**config.mk**
```make
export PLATFORM = sky130hd
export DESIGN_NAME = xfer_fifo_dreq
export DESIGN_NICKNAME = d
export VERILOG_FILES = /design/src/rtl/xfer_fifo_pkg.sv /design/src/rtl/xfer_fifo_store.sv /design/src/rtl/xfer_fifo_cfg.sv /design/src/rtl/xfer_fifo_thresh.sv /design/src/rtl/xfer_fifo_dreq.sv
export SDC_FILE = /design/constraint.sdc
export NUM_CORES = 1
export LEC_CHECK = 0
export ABC_CLOCK_PERIOD_IN_PS = 7800
export BUFFER_PORTS_ARGS = -buffer_cell sky130_fd_sc_hd__buf_2
export CORE_UTILIZATION = 60
export DETAILED_ROUTE_END_ITERATION = 8
export PLACE_DENSITY = 0.89
export REMOVE_ABC_BUFFERS = 1
export SKIP_CTS_REPAIR_TIMING = 1
export SYNTH_ARGS = -nofsm -noshare
export SYNTH_HDL_FRONTEND = slang
export SYNTH_HIERARCHICAL = 1
export SYNTH_SLANG_ARGS = --single-unit
```
**constraint.sdc**
```tcl
create_clock -name clk -period 7.8 [get_ports clk]
set_input_delay 0.39 -clock clk [delete_from_list [all_inputs] [get_ports clk]]
set_output_delay 0.39 -clock clk [all_outputs]
set_load 0.05 [all_outputs]
```
**src/rtl/xfer_fifo_pkg.sv**
```systemverilog
// Package: shared direction encoding and configuration field positions
// for the card data FIFO. Assumes the level fields are no wider than 5 bits.
package xfer_fifo_pkg;

    typedef enum logic {
        DIR_TX = 1'b0,
        DIR_RX = 1'b1
    } xfer_dir_e;

    localparam int CFG_W         = 16;
    localparam int RX_DMA_BIT    = 15;
    localparam int FULL_LVL_LSB  = 8;
    localparam int TX_DMA_BIT    = 7;
    localparam int EMPTY_LVL_LSB = 0;

endpackage

```
**src/rtl/xfer_fifo_store.sv**
```systemverilog
// Module: ring-buffer storage with fill counter.
// Assumes push and pop are already qualified by direction. A push at full
// is dropped even when a pop is accepted in the same cycle. A pop at empty
// is ignored. rdata always shows the slot under the read pointer.
module xfer_fifo_store #(
    parameter int DW    = 16,
    parameter int DEPTH = 32,
    parameter int AW    = $clog2(DEPTH),
    parameter int CW    = AW + 1
) (
    input  logic          clk,
    input  logic          rst_n,
    input  logic          push,
    input  logic [DW-1:0] wdata,
    input  logic          pop,
    output logic [DW-1:0] rdata,
    output logic [CW-1:0] count
);

    logic [DW-1:0] mem [DEPTH];
    logic [AW-1:0] wr_ptr;
    logic [AW-1:0] rd_ptr;
    logic          push_ok;
    logic          pop_ok;

    // Accept strobes only when there is room or data.
    always_comb begin
        push_ok = push && (count != CW'(DEPTH));
        pop_ok  = pop  && (count != '0);
    end

    // Write the incoming word into the slot under the write pointer.
    always_ff @(posedge clk) begin
        if (push_ok) begin
            mem[wr_ptr] <= wdata;
        end
    end

    // Advance pointers with modulo-DEPTH wrap and track the fill count.
    always_ff @(posedge clk) begin
        if (!rst_n) begin
            wr_ptr <= '0;
            rd_ptr <= '0;
            count  <= '0;
        end else begin
            if (push_ok) begin
                wr_ptr <= (wr_ptr == AW'(DEPTH - 1)) ? '0 : wr_ptr + 1'b1;
            end
            if (pop_ok) begin
                rd_ptr <= (rd_ptr == AW'(DEPTH - 1)) ? '0 : rd_ptr + 1'b1;
            end
            if (push_ok && !pop_ok) begin
                count <= count + 1'b1;
            end else if (pop_ok && !push_ok) begin
                count <= count - 1'b1;
            end
        end
    end

    // Present the head word; stale when empty.
    assign rdata = mem[rd_ptr];

endmodule

```
**src/rtl/xfer_fifo_cfg.sv**
```systemverilog
// Module: buffer configuration register holding thresholds and DMA enables.
// Assumes the level width fits the 5-bit fields of the 16-bit layout.
// Reserved bits are masked to zero on write.
module xfer_fifo_cfg
    import xfer_fifo_pkg::*;
#(
    parameter int DEPTH = 32,
    parameter int LW    = $clog2(DEPTH)
) (
    input  logic             clk,
    input  logic             rst_n,
    input  logic             we,
    input  logic [CFG_W-1:0] wdata,
    output logic [CFG_W-1:0] rdata,
    output logic             rx_dma,
    output logic [LW-1:0]    full_lvl,
    output logic             tx_dma,
    output logic [LW-1:0]    empty_lvl
);

    localparam logic [CFG_W-1:0] LVL_ONES  = CFG_W'((1 << LW) - 1);
    localparam logic [CFG_W-1:0] WR_MASK   = (CFG_W'(1) << RX_DMA_BIT)
                                           | (LVL_ONES << FULL_LVL_LSB)
                                           | (CFG_W'(1) << TX_DMA_BIT)
                                           | (LVL_ONES << EMPTY_LVL_LSB);
    localparam logic [CFG_W-1:0] RST_VALUE = CFG_W'(DEPTH - 1) << FULL_LVL_LSB;

    logic [CFG_W-1:0] cfg_q;

    // Hold the register; reserved bits never store a one.
    always_ff @(posedge clk) begin
        if (!rst_n) begin
            cfg_q <= RST_VALUE;
        end else if (we) begin
            cfg_q <= wdata & WR_MASK;
        end
    end

    // Break the register into its fields.
    always_comb begin
        rdata     = cfg_q;
        rx_dma    = cfg_q[RX_DMA_BIT];
        tx_dma    = cfg_q[TX_DMA_BIT];
        full_lvl  = cfg_q[FULL_LVL_LSB +: LW];
        empty_lvl = cfg_q[EMPTY_LVL_LSB +: LW];
    end

endmodule

```
**src/rtl/xfer_fifo_thresh.sv**
```systemverilog
// Module: one threshold comparator routing its result to a DMA request or
// to a status flag. ABOVE=1 compares count > level, ABOVE=0 compares
// count < level. Purely combinational; assumes count and level are registered.
module xfer_fifo_thresh #(
    parameter int CW    = 6,
    parameter int LW    = 5,
    parameter bit ABOVE = 1'b1
) (
    input  logic [CW-1:0] count,
    input  logic [LW-1:0] level,
    input  logic          dma_en,
    input  logic          side_sel,
    input  logic          idle,
    output logic          dreq,
    output logic          flag
);

    logic cond;

    generate
        if (ABOVE) begin : g_above
            // Almost-full style comparison.
            assign cond = count > CW'(level);
        end else begin : g_below
            // Almost-empty style comparison.
            assign cond = count < CW'(level);
        end
    endgenerate

    // Send the crossing to exactly one of the two outputs.
    always_comb begin
        dreq = side_sel && !idle && cond && dma_en;
        flag = side_sel && !idle && cond && !dma_en;
    end

endmodule

```
**src/rtl/xfer_fifo_dreq.sv**
```systemverilog
// Module: card data FIFO with threshold-driven DMA requests and flags.
// Direction selects the active push/pop pair. Side 0 is receive
// (almost-full), side 1 is transmit (almost-empty). Synchronous active-low reset.
module xfer_fifo_dreq
    import xfer_fifo_pkg::*;
#(
    parameter int DW    = 16,
    parameter int DEPTH = 32
) (
    input  logic                       clk,
    input  logic                       rst_n,
    input  logic                       dir_rx,
    input  logic                       xfer_active,
    input  logic                       host_push,
    input  logic [DW-1:0]              host_wdata,
    input  logic                       host_pop,
    output logic [DW-1:0]              host_rdata,
    input  logic                       card_push,
    input  logic [DW-1:0]              card_wdata,
    input  logic                       card_pop,
    output logic [DW-1:0]              card_rdata,
    input  logic                       cfg_we,
    input  logic [CFG_W-1:0]           cfg_wdata,
    output logic [CFG_W-1:0]           cfg_rdata,
    output logic [$clog2(DEPTH):0]     fill_level,
    output logic                       rx_dreq,
    output logic                       tx_dreq,
    output logic                       rx_flag,
    output logic                       tx_flag
);

    localparam int AW     = $clog2(DEPTH);
    localparam int CW     = AW + 1;
    localparam int LW     = AW;
    localparam int NSIDES = 2;

    xfer_dir_e     dir;
    logic          push_sel;
    logic          pop_sel;
    logic [DW-1:0] wdata_sel;
    logic [DW-1:0] head_word;
    logic [CW-1:0] count;
    logic          idle;

    logic          rx_dma_en;
    logic          tx_dma_en;
    logic [LW-1:0] full_lvl;
    logic [LW-1:0] empty_lvl;

    logic [LW-1:0]     side_lvl [NSIDES];
    logic [NSIDES-1:0] side_dma;
    logic [NSIDES-1:0] side_sel;
    logic [NSIDES-1:0] side_dreq;
    logic [NSIDES-1:0] side_flag;

    // Route the active push/pop pair by direction.
    always_comb begin
        dir       = xfer_dir_e'(dir_rx);
        push_sel  = (dir == DIR_RX) ? card_push  : host_push;
        pop_sel   = (dir == DIR_RX) ? host_pop   : card_pop;
        wdata_sel = (dir == DIR_RX) ? card_wdata : host_wdata;
    end

    xfer_fifo_store #(
        .DW    (DW),
        .DEPTH (DEPTH),
        .AW    (AW),
        .CW    (CW)
    ) u_store (
        .clk   (clk),
        .rst_n (rst_n),
        .push  (push_sel),
        .wdata (wdata_sel),
        .pop   (pop_sel),
        .rdata (head_word),
        .count (count)
    );

    xfer_fifo_cfg #(
        .DEPTH (DEPTH),
        .LW    (LW)
    ) u_cfg (
        .clk       (clk),
        .rst_n     (rst_n),
        .we        (cfg_we),
        .wdata     (cfg_wdata),
        .rdata     (cfg_rdata),
        .rx_dma    (rx_dma_en),
        .full_lvl  (full_lvl),
        .tx_dma    (tx_dma_en),
        .empty_lvl (empty_lvl)
    );

    // Idle means no transfer in flight and nothing buffered.
    assign idle = !xfer_active && (count == '0);

    // Gather per-side threshold inputs for the generated comparators.
    always_comb begin
        side_lvl[0] = full_lvl;
        side_lvl[1] = empty_lvl;
        side_dma    = {tx_dma_en, rx_dma_en};
        side_sel    = {(dir == DIR_TX), (dir == DIR_RX)};
    end

    generate
        for (genvar s = 0; s < NSIDES; s++) begin : g_side
            xfer_fifo_thresh #(
                .CW    (CW),
                .LW    (LW),
                .ABOVE ((s == 0) ? 1'b1 : 1'b0)
            ) u_thresh (
                .count    (count),
                .level    (side_lvl[s]),
                .dma_en   (side_dma[s]),
                .side_sel (side_sel[s]),
                .idle     (idle),
                .dreq     (side_dreq[s]),
                .flag     (side_flag[s])
            );
        end
    endgenerate

    // Drive the outputs.
    always_comb begin
        host_rdata = head_word;
        card_rdata = head_word;
        fill_level = count;
        rx_dreq    = side_dreq[0];
        rx_flag    = side_flag[0];
        tx_dreq    = side_dreq[1];
        tx_flag    = side_flag[1];
    end

endmodule

```
Word level (Yosys, flattened, before mapping)
Memories as Yosys holds them, arrays and structs flattened. A register that Yosys moved wholly into a read port is not among the register bits.
Cells that the tools add are included.
Widths: inputs -> output; s select.
{ "totals": {"ff_bits": 28, "ram_bits": 512, "input_bits": 57, "output_inout_bits": 58, "elab_cells": 48, "memories": 1} }
{ "mem_list": {"columns": ["memory", "words", "width", "read_ports", "rd_clocked_by_memory_dff", "wr", "line_no", "text"], "rows": [
  ["u_store.mem", 32, 16, 1, 1, 1, "xfer_fifo_store.sv:20", "logic [DW-1:0] mem [DEPTH];"]
]} }
{ "classes": {"n_addsub": 4, "order_cmp": 2, "eq_ne": 3, "mux": 11, "n_bitwise": 1, "reduce_logical": 22} }
{ "op_table": {"columns": ["operator", "count"], "rows": [
  ["$mux 5", 4],
  ["$mux 16", 1],
  ["$logic_and 1x1->1", 13],
  ["$mux 6", 2],
  ["$add 5x1->5 const B", 2],
  ["$eq 5x5->1 const B", 2],
  ["$add 6x1->6 const B", 1],
  ["$gt 6x5->1", 1],
  ["$logic_not 1->1", 6],
  ["$logic_not 6->1", 1],
  ["$lt 6x5->1", 1],
  ["$ne 6x6->1 const B", 1],
  ["$reduce_bool 6->1", 1],
  ["$sub 6x1->6 const B", 1],
  ["$mux 1", 4],
  ["$reduce_bool 2->1", 1],
  ["$not 1->1", 1]
]} }

Depth between registers and ports, before layout
Gate-level depths: netlist of the first run.
{ "logic_depth": {"depth_word": 6, "depth_mapped": 11, "mapped_depth_nobuf": 10} }

By module
The synthesis of the first run kept the hierarchy.
{ "modules_own_cells": {"columns": ["mod", "n_inst", "cells_each", "area_each_um2", "seq_area_each_um2"], "rows": [
  ["xfer_fifo_store", 1, 1080, 20736.1, 15795.1],
  ["xfer_fifo_cfg", 1, 55, 561.8, 240.2],
  ["xfer_fifo_dreq", 1, 39, 366.6, 0.0],
  ["xfer_fifo_thresh at g_side[0].u_thresh", 1, 22, 157.7, 0.0],
  ["xfer_fifo_thresh at g_side[1].u_thresh", 1, 17, 148.9, 0.0]
]} }

Least setup slack after synthesis of the first run
Ideal clock, no wire load.
{ "synth_path": {"kind": "reg2out", "from": "register u_store.count[4]", "to": "output tx_dreq", "arrival_time_ns": 2.748, "required_ns": 7.410, "slack_ns": 4.662, "stages_incl_launch_ff": 5, "n_path_buf": 0, "cell_sequence": "dfxtp_1 -> or4_4 -> nor4_2 -> or4b_4 -> a2111oi_2"} }
{ "synth_between": {"elab_chain_cells": 6, "word_cells_on_any_way": 7, "classes_between": "order compare: 1; reduce/logical: 6"} }
{ "synth_rtl": {"columns": ["element", "line_no", "text"], "rows": [
  ["from (decl)", "xfer_fifo_store.sv:17", "output logic [CW-1:0] count"],
  ["from (signal assigned)", "xfer_fifo_store.sv:53", "count <= count + 1'b1;"],
  ["from (signal assigned)", "xfer_fifo_store.sv:55", "count <= count - 1'b1;"],
  ["$logic_not 6->1", "xfer_fifo_dreq.sv:95", "assign idle = !xfer_active && (count == '0);"],
  ["$logic_and 1x1->1", "xfer_fifo_dreq.sv:95", null],
  ["via idle", "xfer_fifo_dreq.sv:43", "logic idle;"],
  ["$logic_not 1->1", "xfer_fifo_thresh.sv:32", "dreq = side_sel && !idle && cond && dma_en;"],
  ["$logic_and 1x1->1 (3 in a row)", "xfer_fifo_thresh.sv:32", null],
  ["to (decl)", "xfer_fifo_dreq.sv:27", "output logic tx_dreq,"]
]} }
The timed path passes the listed nets, and every way through them passes these cells.

==> flow_summary.json, run 1 <==
{
  "crit_family": "buffers and inverters",
  "cts_tree": "yes",
  "fin_cells": 1822,
  "worstMarginPinSlew_ps": 1260,
  "power_mw": 6.95,
  "regArea_um2": 16000,
  "grt_busiest_layer": "met2",
  "cap_violations": 0,
  "cts_sinks": 545,
  "path_cells": "buf_4, mux4_2, a22oi_1, nand4_1, buf_2",
  "yosys_warnings": 6,
  "synth_edf_count": 512,
  "setup_tns_ps": 0,
  "numCtsBuffers": 51,
  "worst_setup_hold_path_clk_slew_ps": 60,
  "met1_usage_pct": 35.3,
  "portBuffers": 106,
  "finalClockSkew_ps": 27.0,
  "critical_path.max_stage_delay_ps": 720,
  "start_kind": "flip-flop",
  "viasPerCell": 6.54,
  "final_nets": 1402,
  "n_antenna_cell": 0,
  "syn_area_per_cell_um2": 18.1,
  "netlist_area_um2": 22000,
  "grt_pass1_wl_um": 73200,
  "crit_buf_inv": 2,
  "peakVddDrop_mv": 0.179,
  "die_w_um": 193,
  "arrival_ps": 3710,
  "first_pass_iters": 8,
  "drv_slew": 0,
  "finalSetupViolCount": 0,
  "area_growth_pct": 11.2,
  "postSynthCellCount": 1213,
  "place_congestion": 0.813,
  "grt_setup_unrepaired": "no",
  "use_met2_pct": 43.2,
  "grt_max_degree": 165,
  "initial_core_util_pct": 61.3,
  "drtIter0Drc": 1564,
  "pin_count": 115,
  "violations": "DRC",
  "path_max_fanout": 40,
  "grt_pass1_vias": 12100,
  "std_cell_rows": 69,
  "clkLatencyLatePin_ps": 580,
  "period_needed_ps": 4100,
  "dieArea_um2": 37400,
  "track_usage_pct": 26.6,
  "status": "finished, violations left",
  "dpl.hpwl_um": 28300,
  "route.detailed.drc": 5,
  "core_area_um2": 35800,
  "timing.slew.headroom_pct": 16.1,
  "wirelength_um": 49200,
  "leakagePower_nw": 7.86,
  "fin_crit_sh_pct": 52.5,
  "h-tree-depth": 2,
  "ys_ff_latch": 545,
  "crit_path_end_kind": "output pin",
  "holdCritPathClass": "in -> reg",
  "cts_buffer_depth": 3,
  "crit_slowest_cell": "dfxtp_4",
  "max_freq_ghz": 0.244,
  "hold_viol": 0,
  "vias": 11900,
  "crit_required_ps": 7410,
  "power.density_nw_per_um2": 285,
  "yosysSeqAreaShare_pct": 73.0,
  "antenna_found_initial": 1,
  "place_inst": 1730,
  "synth-async-reset-ratio_pct": 0,
  "fillers": 2122,
  "holdWs_ps": 41.1,
  "ys_types": 57,
  "root_buffer": "clkbuf_16",
  "drive_above_1_share_pct": 24.0,
  "die_h_um": 193,
  "ant_nets": 0,
  "ys.flop_type": "edfxtp_1",
  "grt_util_met3_pct": 6.26,
  "grt_overflow": 0,
  "multi_input_area_um2": 5350,
  "path_class": "reg -> out",
  "wl_per_cell_um": 27.0
}
==> report_power, final <==
part	internal [mW]	leakage (nW)	switching, mW
Sequential	3.28	4.88	0.0797
Clock	1.28	0.762	1.03
Combinational	0.384	2.21	0.899
==> stage by stage <==
step | utilization [%] | area, um2 | setup slack (ps)
floorplan | - | 21500 | -201
global placement | 63.9 | 22900 | 4280
detailed placement | 63.9 | 22900 | 4230
CTS | 68.2 | 24400 | 3630
global route | 68.2 | 24400 | 3410
finish | 68.2 | 24400 | 3700
==> synth_stat cells, types with 4 or more instances <==
cell / n / area share, %
a21oi_1: 14 / 0.32
buf_4: 35 / 1.2
buf_2: 25 / 0.57
dfxtp_1: 33 / 3.0
and3_1: 5 / 0.14
a22oi_1: 96 / 3.3
nor2_1: 47 / 0.80
nand2_4: 4 / 0.20
nor2b_1: 12 / 0.34
inv_1: 19 / 0.32
nand3_1: 37 / 0.84
o21ai_0: 6 / 0.14
buf_1: 5 / 0.085
mux4_2: 64 / 6.6
nand2_1: 15 / 0.26
mux2i_1: 142 / 6.5
clkbuf_1: 27 / 0.46
edfxtp_1: 512 / 70
nand4_1: 17 / 0.48
mux2_2: 17 / 0.87
ha_1: 22 / 1.3
==> layer usage <==
metal / share of wire, % / vias up
met5: 0.028 / -
li1: - / 5063
met4: 3.6 / 2
met1: 37 / 5968
met2: 48 / 766
met3: 11 / 124
==> cell families after synthesis <==
kind of cell,count (synthesis),synth area share (%)
flops,545,73.0
mux,224,14.0
simple gates,168,4.23
compound gates,136,4.64
buf+inv,114,2.76
fa+ha+maj,23,1.34
xor+xnor,2,0.0797
other cells,1,0.0171
==> cell usage in the layout, fill, tap and decap left out, types with 3 or more instances in the layout <==
cell type | Yosys | routed
buf_2 | 25 | 106
buf_4 | 35 | 40
a21oi_1 | 14 | 14
nand3b_1 | 3 | 3
mux2_2 | 17 | 17
nand2_4 | 4 | 4
nor2_1 | 47 | 46
nand3_1 | 37 | 37
o21a_1 | 3 | 3
o21ai_0 | 6 | 6
a31oi_1 | 3 | 3
mux2i_1 | 142 | 142
clkinv_2 | 0 | 13
clkbuf_1 | 27 | 14
dfxtp_1 | 33 | 31
edfxtp_1 | 512 | 512
a22oi_1 | 96 | 96
nand2_1 | 15 | 15
inv_1 | 19 | 19
mux4_2 | 64 | 64
nand4_1 | 17 | 17
clkinv_1 | 0 | 6
nor3_1 | 3 | 3
conb_1 | 1 | 4
ha_1 | 22 | 22
and3_1 | 5 | 5
nor2b_1 | 12 | 10
clkbuf_16 | 0 | 52
==> cell type report <==
cell class                 count  share of cell area (%)
inverter                      20                   0.307
timing repair buffer         147                    3.48
clock inverter                24                   0.650
multi-input combinational    557                    21.9
clock buffer                  68                    5.65
tap                          461                    2.36
sequential                   545                    65.6
==> final timing paths <==
kind / from / to / slack, ps / cells past startpoint
max: flip-flop / card_rdata[3] / 3700 / 5
min reg2reg: u_cfg/rdata[12]$_SDFFE_PN1P_ / u_cfg/rdata[12]$_SDFFE_PN1P_ / 510 / 2
min: cfg_wdata[12] / u_cfg/rdata[12]$_SDFFE_PN1P_ / 40 / 3
max reg2reg: u_store/count[0]$_SDFFE_PN0P_ / u_store/count[5]$_SDFFE_PN0P_ / 4360 / 10
==> worst register-to-register path, cell delays in order (launching register included) <==
cell and delay (ps):
dfxtp_1 420, or4_4 620, o31ai_4 420, inv_2 240
ha_1 350, inv_1 230, ha_1 310, a211o_1 270
o221a_2 240, o21ai_0 80, nand4b_1 130
==> flip-flops by register name, indices dropped and copies added (netlist names), named ones only <==
name and flops:
u_cfg/rdata 12, u_store/mem 512, u_store/rd_ptr 5, u_store/wr_ptr 5, u_store/count 6
(Power assumes the default switching activity.)
==> run 2, diff against run 1 <==
ABC_CLOCK_PERIOD_IN_PS = 3900   (was 7800)
clock period = 3.9 ns   (was 7.8 ns; I/O delays follow)
==> run 2 against run 1 <==
  * The flow still finishes with violations (DRC)
  * Via count up 1.3%
  * Non-clock buffer count up 23
  * Largest power group unchanged
  * Clock power increased by 99%
  * Highest routed layer unchanged
  * Sequential power is 100% higher
  * Critical path type unchanged
  * Global-route usage is 0.43 points higher
  * Critical endpoint is now card_rdata[2]
  * Sequential share of layout area is 0.61 points lower
  * Largest cell class unchanged
  * Register-to-register slack got worse by 3700 ps
  * Final area up 0.93%
==> flow_summary.json, run 2 (synthesis gave the netlist of run 1 again) <==
{
  "status": "finished, violations left",
  "violations": "DRC",
  "worst_setup_hold_path_clk_slew_ps": 70,
  "fin_crit_sh_pct": 85.1,
  "arrival_ps": 3120,
  "drive_above_1_share_pct": 23.9,
  "dpl.hpwl_um": 29600,
  "pin_count": 115,
  "numCtsBuffers": 51,
  "final_common_cell": "edfxtp_1",
  "worstMarginPinSlew_ps": 1290,
  "final_area_um2": 24700,
  "layout_common_cells": "edfxtp_1, mux2i_1, buf_2, a22oi_1, mux4_2",
  "regMostFlops": "u_store/mem",
  "cts_sinks": 545,
  "grt_pass1_wl_um": 74500,
  "holdWs_ps": 53.6,
  "wirelength_um": 50300,
  "std_cell_rows": 69,
  "start_kind": "flip-flop",
  "die_h_um": 193,
  "crit_path_end_kind": "output pin",
  "grt_max_degree": 59,
  "portBuffers": 106,
  "power.density_nw_per_um2": 564,
  "vias": 12100,
  "final_nets": 1425,
  "n_antenna_cell": 0,
  "finalClockSkew_ps": 9.20,
  "largest_register_ffs": 512,
  "rrSetupSlack_ps": 620,
  "placed_cell_area_um2": 23000,
  "grt_setup_unrepaired": "no",
  "crit_required_ps": 3700,
  "setup_tns_ps": 0,
  "hold_viol": 0,
  "crit_buf_inv": 2,
  "critical_path.max_stage_delay_ps": 610,
  "h-tree-depth": 2,
  "cap_violations": 0,
  "cts_tree": "yes",
  "drtIter0Drc": 1616,
  "die_w_um": 193,
  "crit_slowest_cell": "dfxtp_4",
  "path_class": "reg -> out",
  "postLayoutCoreUtil_pct": 68.8,
  "holdPathStages": 2,
  "path_cells": "buf_12, mux4_2, a22oi_1, nand4_1, buf_2",
  "grt_overflow": 0,
  "route.detailed.drc": 5,
  "first_pass_iters": 9,
  "crit_family": "flip-flops",
  "clkLatencyLatePin_ps": 570,
  "viasPerCell": 6.56,
  "core_area_um2": 35800,
  "min_to": "u_cfg/rdata[3]$_SDFFE_PN0P_",
  "wl_per_cell_um": 27.3,
  "min_from": "rst_n",
  "ant_nets": 0,
  "finalSetupViolCount": 0,
  "initial_core_util_pct": 61.3,
  "dieArea_um2": 37400,
  "reg2reg_from": "u_store/count[1]$_SDFFE_PN0P_",
  "cts_buffer_depth": 3,
  "path_max_fanout": 37,
  "grt_pass1_vias": 12000,
  "timing.rr.end": "u_store/count[5]$_SDFFE_PN0P_",
  "leakagePower_nw": 7.94,
  "holdCritPathClass": "in -> reg",
  "period_needed_ps": 3320,
  "place_congestion": 0.820,
  "root_buffer": "clkbuf_16",
  "timing.slew.headroom_pct": 14.2,
  "area_growth_pct": 12.3,
  "drv_slew": 0,
  "track_usage_pct": 27.0,
  "peakVddDrop_mv": 0.514,
  "antenna_found_initial": 2,
  "max_freq_ghz": 0.301,
  "reg2reg_depth": 10
}
==> run 2: cell count changes in the layout (fill, tap and decap cells not counted), sizes merged <==
cell         before  now
clkinvlp          1    2
dlygate4sd3       0   17
clkinv           20   15
buf             147  153
inv              22   21
==> run 2: worst reg2reg max path: stages (launching register included) <==
cell and delay, ps:
dfxtp_1 420, or4_4 600, o31ai_4 350, inv_2 200, ha_1 340, inv_1 210, ha_1 310, a211o_1 270
o221a_2 240, o21ai_0 100, nand4b_1 120
==> run 2: stage by stage <==
step / total power [mW] / std cells / setup slack [ps]
after floorplan: 8.73 / 1122 / -3910
after global placement: 9.31 / 1736 / 792
after detailed placement: 9.39 / 1736 / 697
after global routing: 14.3 / 1840 / 381
final: 13.9 / 1840 / 582
after CTS: 13.9 / 1823 / 546
==> run 2: worst max-delay path by stage <==
stage	start	to	slack, ps	cells past startpoint
floorplan	flip-flop	card_rdata[14]	-3910	3
global placement	u_store/count[0]$_SDFFE_PN0P_	u_store/count[5]$_SDFFE_PN0P_	790	10
detailed placement	u_store/count[0]$_SDFFE_PN0P_	u_store/count[5]$_SDFFE_PN0P_	700	10
CTS	flip-flop	card_rdata[2]	550	5
global route	flip-flop	card_rdata[2]	380	5
finish	flip-flop	card_rdata[2]	580	5
==> run 2: power breakdown <==
group / leakage (nW) / internal (mW) / switching (mW)
sequential: 4.88 / 6.56 / 0.145
clock: 0.744 / 2.56 / 2.03
combinational: 2.31 / 0.795 / 1.82
total: 7.94 / 9.92 / 3.99
==> run 2: final cells by class <==
cell class	instances	area [um2]
Sequential cell	545	16000
Fill cell	2107	11200
Multi-Input combinational cell	557	5350
Clock buffer	68	1390
Timing Repair Buffer	170	1090
Tap cell	461	577
Clock inverter	19	136
Inverter	20	75.1
==> run 2: per-layer routing <==
metal | up-vias | part of all wire [%] | GRT usage [%]
met1 | 6009 | 37 | 36.0
met3 | 125 | 11 | 4.97
met4 | 2 | 3.9 | 9.99
li1 | 5115 | - | -
met5 | - | 0.034 | 0
met2 | 824 | 49 | 44.9
